$ cat config.mk
export PLATFORM = sky130hd
export DESIGN_NAME = pnor_cmd_ctrl
export DESIGN_NICKNAME = d
export VERILOG_FILES = /design/src/rtl/nfc_pkg.sv /design/src/rtl/nfc_sector_map.sv /design/src/rtl/nfc_cmd_seq.sv /design/src/rtl/nfc_erase_eng.sv /design/src/rtl/pnor_cmd_ctrl.sv
export SDC_FILE = /design/constraint.sdc
export NUM_CORES = 1
export LEC_CHECK = 0
export ABC_AREA = 1
export CORE_ASPECT_RATIO = 0.5
export CORE_MARGIN = 1.5
export CORE_UTILIZATION = 65
export DETAILED_ROUTE_END_ITERATION = 10
export DONT_BUFFER_PORTS = 1
export GPL_ROUTABILITY_DRIVEN = 0
export MAX_ROUTING_LAYER = met4
export PLACE_DENSITY_LB_ADDON = 0.12
export SLEW_MARGIN = 0
export SYNTH_ARGS = -nofsm -noshare
export SYNTH_HDL_FRONTEND = slang
export SYNTH_HIERARCHICAL = 1
export SYNTH_SLANG_ARGS = --single-unit
$ cat constraint.sdc
create_clock -name clk -period 9.67 [get_ports clk]
set_input_delay 1.934 -clock clk [delete_from_list [all_inputs] [get_ports clk]]
set_output_delay 1.934 -clock clk [all_outputs]
set_load 0.03 [all_outputs]
$ cat src/rtl/nfc_pkg.sv
package nfc_pkg;

  typedef enum logic [1:0] {
    M_READ = 2'd0,
    M_AUTO = 2'd1,
    M_CFI  = 2'd2
  } base_mode_t;

  typedef enum logic [1:0] {
    E_IDLE,
    E_WINDOW,
    E_RUN,
    E_SUSP
  } erase_st_t;

  typedef enum logic [2:0] {
    S_IDLE,
    S_U1,
    S_U2,
    S_PRG,
    S_ES,
    S_EU1,
    S_EU2
  } seq_st_t;

  localparam logic [7:0] C_UNL1  = 8'hAA;
  localparam logic [7:0] C_UNL2  = 8'h55;
  localparam logic [7:0] C_AUTO  = 8'h90;
  localparam logic [7:0] C_PROG  = 8'hA0;
  localparam logic [7:0] C_ESET  = 8'h80;
  localparam logic [7:0] C_CHIP  = 8'h10;
  localparam logic [7:0] C_SECT  = 8'h30;
  localparam logic [7:0] C_SUSP  = 8'hB0;
  localparam logic [7:0] C_RESET = 8'hF0;
  localparam logic [7:0] C_QUERY = 8'h98;

  localparam int unsigned OFF_A = 32'h555;
  localparam int unsigned OFF_B = 32'h2AA;
  localparam int unsigned OFF_Q = 32'h055;

endpackage

$ cat src/rtl/nfc_sector_map.sv
module nfc_sector_map #(
  parameter int ADDR_W = 20,
  parameter int MAIN_W = 16,
  parameter int NSEC   = 19,
  parameter int SEC_W  = 5
) (
  input  logic [ADDR_W-1:0] addr_i,
  output logic [SEC_W-1:0]  sec_o
);
  localparam int TOP_W = ADDR_W - MAIN_W;
  localparam int NMAIN = (1 << TOP_W) - 1;

  // Main blocks map by their upper bits; the highest block is split into
  // 1/2, 1/8, 1/8, 1/4 pieces in ascending address order.
  function automatic logic [SEC_W-1:0] sector_of(input logic [ADDR_W-1:0] a);
    logic [TOP_W-1:0]  blk;
    logic [MAIN_W-1:0] off;
    blk = a[ADDR_W-1:MAIN_W];
    off = a[MAIN_W-1:0];
    if (blk != '1)        return SEC_W'(blk);
    if (!off[MAIN_W-1])   return SEC_W'(NMAIN);
    if (off[MAIN_W-2])    return SEC_W'(NMAIN + 3);
    if (off[MAIN_W-3])    return SEC_W'(NMAIN + 2);
    return SEC_W'(NMAIN + 1);
  endfunction

  assign sec_o = sector_of(addr_i);


  always_comb begin
    sec_in_range_chk: assert (int'(sec_o) < NSEC);
  end
endmodule

$ cat src/rtl/nfc_cmd_seq.sv
module nfc_cmd_seq
  import nfc_pkg::*;
#(
  parameter int CMD_W = 11
) (
  input  logic             clk,
  input  logic             rst_n,
  input  logic             en_i,
  input  logic             we_i,
  input  logic [CMD_W-1:0] off_i,
  input  logic [7:0]       data_i,
  output logic             ev_auto_o,
  output logic             ev_prog_o,
  output logic             ev_chip_o,
  output logic             ev_sect_o,
  output logic             prog_armed_o
);
  localparam logic [CMD_W-1:0] OFS_A = CMD_W'(OFF_A);
  localparam logic [CMD_W-1:0] OFS_B = CMD_W'(OFF_B);

  seq_st_t st_q, st_d;

  function automatic logic match(input logic [CMD_W-1:0] o, input logic [7:0] d,
                                 input logic [CMD_W-1:0] eo, input logic [7:0] ed);
    return (o == eo) && (d == ed);
  endfunction

  always_comb begin
    st_d      = st_q;
    ev_auto_o = 1'b0;
    ev_prog_o = 1'b0;
    ev_chip_o = 1'b0;
    ev_sect_o = 1'b0;
    if (!en_i) begin
      st_d = S_IDLE;
    end else if (we_i) begin
      case (st_q)
        S_IDLE: st_d = match(off_i, data_i, OFS_A, C_UNL1) ? S_U1 : S_IDLE;
        S_U1:   st_d = match(off_i, data_i, OFS_B, C_UNL2) ? S_U2 : S_IDLE;
        S_U2: begin
          st_d = S_IDLE;
          if (match(off_i, data_i, OFS_A, C_AUTO))      ev_auto_o = 1'b1;
          else if (match(off_i, data_i, OFS_A, C_PROG)) st_d = S_PRG;
          else if (match(off_i, data_i, OFS_A, C_ESET)) st_d = S_ES;
        end
        S_PRG: begin
          ev_prog_o = 1'b1;
          st_d      = S_IDLE;
        end
        S_ES:   st_d = match(off_i, data_i, OFS_A, C_UNL1) ? S_EU1 : S_IDLE;
        S_EU1:  st_d = match(off_i, data_i, OFS_B, C_UNL2) ? S_EU2 : S_IDLE;
        S_EU2: begin
          st_d = S_IDLE;
          if (match(off_i, data_i, OFS_A, C_CHIP)) ev_chip_o = 1'b1;
          else if (data_i == C_SECT)               ev_sect_o = 1'b1;
        end
        default: st_d = S_IDLE;
      endcase
    end
  end

  always_ff @(posedge clk) begin
    if (!rst_n) st_q <= S_IDLE;
    else        st_q <= st_d;
  end

  assign prog_armed_o = (st_q == S_PRG);


  abort_on_bad_offset_chk: assert property (@(posedge clk) disable iff (!rst_n)
    (st_q == S_U1 && en_i && we_i && off_i != OFS_B) |=> (st_q == S_IDLE));


  event_onehot_chk: assert property (@(posedge clk) disable iff (!rst_n)
    $onehot0({ev_auto_o, ev_prog_o, ev_chip_o, ev_sect_o}));
endmodule

$ cat src/rtl/nfc_erase_eng.sv
module nfc_erase_eng
  import nfc_pkg::*;
#(
  parameter int NSEC      = 19,
  parameter int SEC_W     = 5,
  parameter int ERASE_CYC = 40,
  parameter int WIN_CYC   = 16
) (
  input  logic             clk,
  input  logic             rst_n,
  input  logic             we_i,
  input  logic [7:0]       data_i,
  input  logic [SEC_W-1:0] sec_i,
  input  logic             ev_chip_i,
  input  logic             ev_sect_i,
  output logic [NSEC-1:0]  flags_o,
  output logic             erasing_o,
  output logic             susp_o
);
  localparam int WCW = $clog2(WIN_CYC + 1);
  localparam int ECW = $clog2(ERASE_CYC + 1);

  erase_st_t        st_q;
  logic [NSEC-1:0]  flags_q;
  logic [WCW-1:0]   wcnt_q;
  logic [ECW-1:0]   ecnt_q;
  logic [SEC_W-1:0] cur_sec;
  logic [NSEC-1:0]  left_after;
  logic             add_req, susp_req, res_req, sec_done, win_over;

  function automatic logic [NSEC-1:0] sec_bit(input logic [SEC_W-1:0] s);
    return NSEC'(1) << s;
  endfunction

  function automatic logic [SEC_W-1:0] lowest_set(input logic [NSEC-1:0] f);
    logic [SEC_W-1:0] r;
    r = '0;
    for (int i = NSEC - 1; i >= 0; i--) if (f[i]) r = SEC_W'(i);
    return r;
  endfunction

  assign cur_sec    = lowest_set(flags_q);
  assign left_after = flags_q & ~sec_bit(cur_sec);
  assign add_req    = we_i && (data_i == C_SECT) && (st_q == E_WINDOW);
  assign susp_req   = we_i && (data_i == C_SUSP) && (st_q == E_RUN);
  assign res_req    = we_i && (data_i == C_SECT) && (st_q == E_SUSP);
  assign sec_done   = (st_q == E_RUN) && (ecnt_q == ECW'(ERASE_CYC - 1));
  assign win_over   = (wcnt_q == WCW'(WIN_CYC - 1));

  always_ff @(posedge clk) begin
    if (!rst_n) begin
      st_q    <= E_IDLE;
      flags_q <= '0;
      wcnt_q  <= '0;
      ecnt_q  <= '0;
    end else begin
      case (st_q)
        E_IDLE: begin
          if (ev_chip_i) begin
            flags_q <= '1;
            ecnt_q  <= '0;
            st_q    <= E_RUN;
          end else if (ev_sect_i) begin
            flags_q <= sec_bit(sec_i);
            wcnt_q  <= '0;
            st_q    <= E_WINDOW;
          end
        end
        E_WINDOW: begin
          if (add_req) begin
            flags_q <= flags_q | sec_bit(sec_i);
            wcnt_q  <= '0;
          end else if (win_over) begin
            ecnt_q <= '0;
            st_q   <= E_RUN;
          end else begin
            wcnt_q <= wcnt_q + 1'b1;
          end
        end
        E_RUN: begin
          if (susp_req) begin
            st_q <= E_SUSP;
          end else if (sec_done) begin
            flags_q <= left_after;
            ecnt_q  <= '0;
            if (left_after == '0) st_q <= E_IDLE;
          end else begin
            ecnt_q <= ecnt_q + 1'b1;
          end
        end
        E_SUSP: if (res_req) st_q <= E_RUN;
        default: st_q <= E_IDLE;
      endcase
    end
  end

  assign flags_o   = flags_q;
  assign erasing_o = (st_q == E_WINDOW) || (st_q == E_RUN);
  assign susp_o    = (st_q == E_SUSP);


  frozen_while_susp_chk: assert property (@(posedge clk) disable iff (!rst_n)
    (st_q == E_SUSP) |=> $stable(flags_q));


  run_has_work_chk: assert property (@(posedge clk) disable iff (!rst_n)
    (st_q == E_RUN) |-> (flags_q != '0));


  single_clear_chk: assert property (@(posedge clk) disable iff (!rst_n)
    (st_q == E_RUN) |=> ($countones($past(flags_q) & ~flags_q) <= 1));
endmodule

$ cat src/rtl/pnor_cmd_ctrl.sv
module pnor_cmd_ctrl
  import nfc_pkg::*;
#(
  parameter int ADDR_W    = 20,
  parameter int MAIN_W    = 16,
  parameter int CMD_W     = 11,
  parameter int PROG_CYC  = 8,
  parameter int ERASE_CYC = 40,
  parameter int WIN_CYC   = 16,
  localparam int NMAIN    = (1 << (ADDR_W - MAIN_W)) - 1,
  localparam int NSEC     = NMAIN + 4,
  localparam int SEC_W    = $clog2(NSEC)
) (
  input  logic              clk,
  input  logic              rst_n,
  input  logic              we,
  input  logic [ADDR_W-1:0] addr,
  input  logic [7:0]        wdata,
  input  logic [ADDR_W-1:0] rd_addr,
  output logic [1:0]        mode_o,
  output logic              busy_o,
  output logic              susp_o,
  output logic [NSEC-1:0]   erase_flags_o,
  output logic              array_ok_o
);
  localparam int PCW = $clog2(PROG_CYC + 1);
  localparam logic [CMD_W-1:0] OFS_Q = CMD_W'(OFF_Q);

  // index 0: write address, index 1: read address
  logic [ADDR_W-1:0] map_a [2];
  logic [SEC_W-1:0]  map_s [2];
  assign map_a[0] = addr;
  assign map_a[1] = rd_addr;

  for (genvar g = 0; g < 2; g++) begin : g_map
    nfc_sector_map #(
      .ADDR_W(ADDR_W), .MAIN_W(MAIN_W), .NSEC(NSEC), .SEC_W(SEC_W)
    ) u_map (
      .addr_i(map_a[g]),
      .sec_o (map_s[g])
    );
  end

  base_mode_t     mode_q, saved_q;
  logic           prog_busy_q;
  logic [PCW-1:0] pcnt_q;
  logic           ev_auto, ev_prog, ev_chip, ev_sect, prog_armed;
  logic           erasing, susp, seq_en, f0_acc, q_hit;
  logic [NSEC-1:0] flags;

  assign seq_en = !erasing && !susp && !prog_busy_q && (mode_q != M_CFI);

  nfc_cmd_seq #(.CMD_W(CMD_W)) u_seq (
    .clk         (clk),
    .rst_n       (rst_n),
    .en_i        (seq_en),
    .we_i        (we),
    .off_i       (addr[CMD_W-1:0]),
    .data_i      (wdata),
    .ev_auto_o   (ev_auto),
    .ev_prog_o   (ev_prog),
    .ev_chip_o   (ev_chip),
    .ev_sect_o   (ev_sect),
    .prog_armed_o(prog_armed)
  );

  nfc_erase_eng #(
    .NSEC(NSEC), .SEC_W(SEC_W), .ERASE_CYC(ERASE_CYC), .WIN_CYC(WIN_CYC)
  ) u_erase (
    .clk      (clk),
    .rst_n    (rst_n),
    .we_i     (we),
    .data_i   (wdata),
    .sec_i    (map_s[0]),
    .ev_chip_i(ev_chip),
    .ev_sect_i(ev_sect),
    .flags_o  (flags),
    .erasing_o(erasing),
    .susp_o   (susp)
  );

  // Single-cycle commands that need no unlock.
  assign f0_acc = we && (wdata == C_RESET) && !prog_armed && !erasing;
  assign q_hit  = we && (wdata == C_QUERY) && (addr[CMD_W-1:0] == OFS_Q) &&
                  !prog_armed && !erasing && !susp && (mode_q != M_CFI);

  always_ff @(posedge clk) begin
    if (!rst_n) begin
      mode_q  <= M_READ;
      saved_q <= M_READ;
    end else if (ev_auto) begin
      mode_q <= M_AUTO;
    end else if (q_hit) begin
      saved_q <= mode_q;
      mode_q  <= M_CFI;
    end else if (f0_acc) begin
      mode_q <= (mode_q == M_CFI) ? saved_q : M_READ;
    end
  end

  always_ff @(posedge clk) begin
    if (!rst_n) begin
      prog_busy_q <= 1'b0;
      pcnt_q      <= '0;
    end else if (ev_prog) begin
      prog_busy_q <= 1'b1;
      pcnt_q      <= PCW'(PROG_CYC - 1);
    end else if (prog_busy_q) begin
      if (pcnt_q == '0) prog_busy_q <= 1'b0;
      else              pcnt_q      <= pcnt_q - 1'b1;
    end
  end

  assign mode_o        = mode_q;
  assign busy_o        = erasing || prog_busy_q;
  assign susp_o        = susp;
  assign erase_flags_o = flags;
  assign array_ok_o    = (mode_q == M_READ) && !busy_o && !(susp && flags[map_s[1]]);


  reset_ignored_chk: assert property (@(posedge clk) disable iff (!rst_n)
    (erasing && we && wdata == C_RESET) |=> $stable(mode_q));


  query_restore_chk: assert property (@(posedge clk) disable iff (!rst_n)
    (mode_q == M_CFI && f0_acc) |=> (mode_q == $past(saved_q)));


  auto_enter_chk: assert property (@(posedge clk) disable iff (!rst_n)
    ev_auto |=> (mode_q == M_AUTO));


  prog_start_chk: assert property (@(posedge clk) disable iff (!rst_n)
    ev_prog |=> busy_o);
endmodule

==> metrics.yaml <==
run_status: "completed"
synth_cell_types: 40
synth-main-ff-cell: "dfxtp_1"
nFillCells: 586
fin_crit_sh_pct: 58.5
end_kind: "output pin"
max_stage_delay_ns: 0.42
crit-reg2reg-capture: "u_erase/flags_o[2]"
yosys.area.top_type: "dfxtp_1"
setup_viol: 0
worst_hold_path_type: "reg2reg"
grt-ovfl-total: 0
r2r_setup_slack_ns: 5.80
multiInputGateArea_mm2: 0.00264
power.density_mw_per_mm2: 97.7
switching_share_pct: 24.8
r2r_start: "u_erase/st_q[0]"
dp.cells: 786
leakage_nw: 1.76
worst_setup_path_start_kind: "input pin"
syn-cell-area_mm2: 0.00406
synth_top_area_share_pct: 21.7
path_cells: "nand2_2, o21ai_0, nand2_1, or2_2, nand3_1, nand2_1, nand2_1, nand3_1, nand2_2, nor2_1, nor2_1"
core-area_mm2: 0.00606
hold_depth: 2
fmax_mhz: 177
syn_nets: 769
p_int_mw: 0.316
setup_tns_ns: 0
ys_seq_area_share_pct: 21.7
reg2reg_depth: 20
critical-path-slowest-cell: "nor2_1"
ys_seq_elements: 44
postCtsSetupBuffers: 0
clock_path_buffers: 2
drive_gt1_share_pct: 6.37
io_pins: 75
synthArstFlopShare_pct: 0
cp_max_fo: 15
grt_pass1_vias: 3932
clkPwrFrac_pct: 47.9
final_core_util_pct: 71.0
cts_made_buffers: 5
syn2layout_area_growth_pct: 6.05
max-slew-margin-rel_pct: 34.0
clkSinkCount: 44
cts_tree: "done"
dp_hpwl_um: 8030
synth.avg_cell_area_um2: 5.71
grt_pass1_wl_um: 17700
switching_power_mw: 0.104
die_y_um: 58.9
ff_latch_area_um2: 881
cp_data_arrival_time_ns: 3.72
wl_per_cell_um: 14.0
worst_pin_slew_ns: 0.965
required_ns: 7.74
syn_inst: 710
rsz0062_at_grt: "false"
cts.hold.buffers_added: 0
dr.first_iter.drc_count: 376
peakVddDrop_mv: 0.0761
clk_latency_ns: 0.30
grt_max_degree: 40
cpMostUsedCell: "nand2_1"
skew_ns: 0.00644
critPathKind: "in2out"
vias: 4579
cts_resized: 0
synth_area_leaders: "dfxtp_1 (22%), nand2_1 (15%), inv_1 (11%)"
min_from: "pcnt_q[0]"
hold_end: "pcnt_q[0]"
track_usage_pct: 34.4
io_buffer_count: 0
hold_viol_final: 0
p_comb_share_pct: 9.0
wl_um: 11100
die_area_mm2: 0.00675
post-route-min-period_ns: 5.66
via_per_inst: 5.77
drc_errors: 0
placementRows: 20
pwr-share-seq_pct: 43.1
cts_root_buf: "clkbuf_16"
slew_viol_final: 0
antenna_found_initial: 0
dr.pass1.iters: 5
fp.dieW_um: 115
synth_edf_count: 0
start_util_pct: 67.0
fin_nets: 764
max_cap_violations: 0
crit_start: "rd_addr[17]"
ant_nets: 0
h-tree-depth: 2
yosys_warnings: 6
antenna_cells: 0
stdcell_count: 794
clk_pin_slew_ns: 0.07
power groups by stage:
stage          sequential [mW]  clock, mW  combinational, mW
6_report                 0.181      0.201             0.0378
5_1_grt                  0.181      0.214             0.0430
4_1_cts                  0.181      0.203             0.0370
3_5_place_dp             0.185          0             0.0367
3_3_place_gp             0.185          0             0.0357
2_1_floorplan            0.185          0             0.0311
worst max path at each step:
stage                     cells past startpoint    endpoint
after global routing                         11  array_ok_o
after global placement                       11  array_ok_o
final                                        11  array_ok_o
after detailed placement                     11  array_ok_o
after CTS                                    11  array_ok_o
after floorplan                              11  array_ok_o
cell type report:
class                      count  area share (%)
inverter                     127            11.1
sequential                    44            20.5
tap                           88            2.56
clock buffer                   5            2.91
clock inverter                 3            1.08
timing repair buffer           3           0.524
multi-input combinational    524            61.4
Yosys cell counts, drive strengths merged, types with 5 or more instances:
| master | count |
|---|---|
| clkinv | 7 |
| ha | 8 |
| inv | 120 |
| o311ai | 17 |
| nor3 | 23 |
| o211ai | 16 |
| a21oi | 41 |
| o21ai | 45 |
| dfxtp | 44 |
| nand3 | 48 |
| or2 | 7 |
| nand2 | 174 |
| clkbuf | 12 |
| nor4 | 5 |
| nor2 | 111 |
| nand4 | 14 |
state kept, by name, summed over array words and instances (netlist names):
signal           flops
prog_busy_q          1
pcnt_q               4
u_erase/wcnt_q       5
u_erase/ecnt_q       6
u_erase/st_q         2
saved_q              2
u_seq/st_q           3
u_erase/flags_o     19
mode_o               2
through the flow:
step                instance area, µm²  hold WS, ns  worst slack, ns  power [mW]
detailed placement                4130        0.458             4.03       0.222
global route                      4300        0.485             3.85       0.438
floorplan                         4060        0.444             4.45       0.216
finish                            4300        0.466             4.01       0.420
CTS                               4300        0.468             4.02       0.421
global placement                  4130        0.454             4.06       0.221
routing by layer:
layer / vias to the layer above / wire length (µm) / global-route usage, %
met1: 2030 / 4880 / 42.9
li1: 2299 / - / -
met3: 20 / 1170 / 8.96
met5: - / 0 / -
met2: 230 / 4910 / 55.2
met4: 0 / 150 / 11.8
worst max-delay path: cells and delay by family:
family	cells	cell delay, ns
AO/OA/AOI/OAI	1	0.20
AND/OR/NAND/NOR	10	1.60
cell usage in the layout, fill, tap and decap left out, types with 2 or more instances in the layout:
cell / Yosys / layout
inv_1: 116 / 116
nand4_1: 14 / 14
nor4_1: 5 / 4
nor2_1: 100 / 100
nor3_1: 23 / 23
inv_2: 4 / 4
or2_0: 2 / 2
clkinv_1: 7 / 7
nor2_2: 5 / 5
o311ai_0: 17 / 17
nor2_4: 6 / 6
a21oi_1: 38 / 38
dfxtp_1: 44 / 44
o211ai_1: 16 / 16
o21a_1: 2 / 2
or2_2: 2 / 2
nand2_1: 162 / 162
or2_1: 3 / 3
nand3_1: 47 / 47
a31oi_1: 2 / 2
buf_4: 0 / 3
nand2_2: 8 / 8
clkbuf_16: 0 / 5
nand2_4: 4 / 4
ha_1: 8 / 8
nand3b_1: 2 / 2
a21oi_2: 2 / 2
xor2_1: 3 / 3
o21ai_1: 6 / 6
o21ai_0: 39 / 39
cells by family after synthesis:
group | share of synthesized area [%]
compound gates | 19.2
xor+xnor | 0.648
fa+ha+maj | 2.47
buf+inv | 13.4
flops | 21.7
simple gates | 42.6
Power figures use the tool's default switching activity.
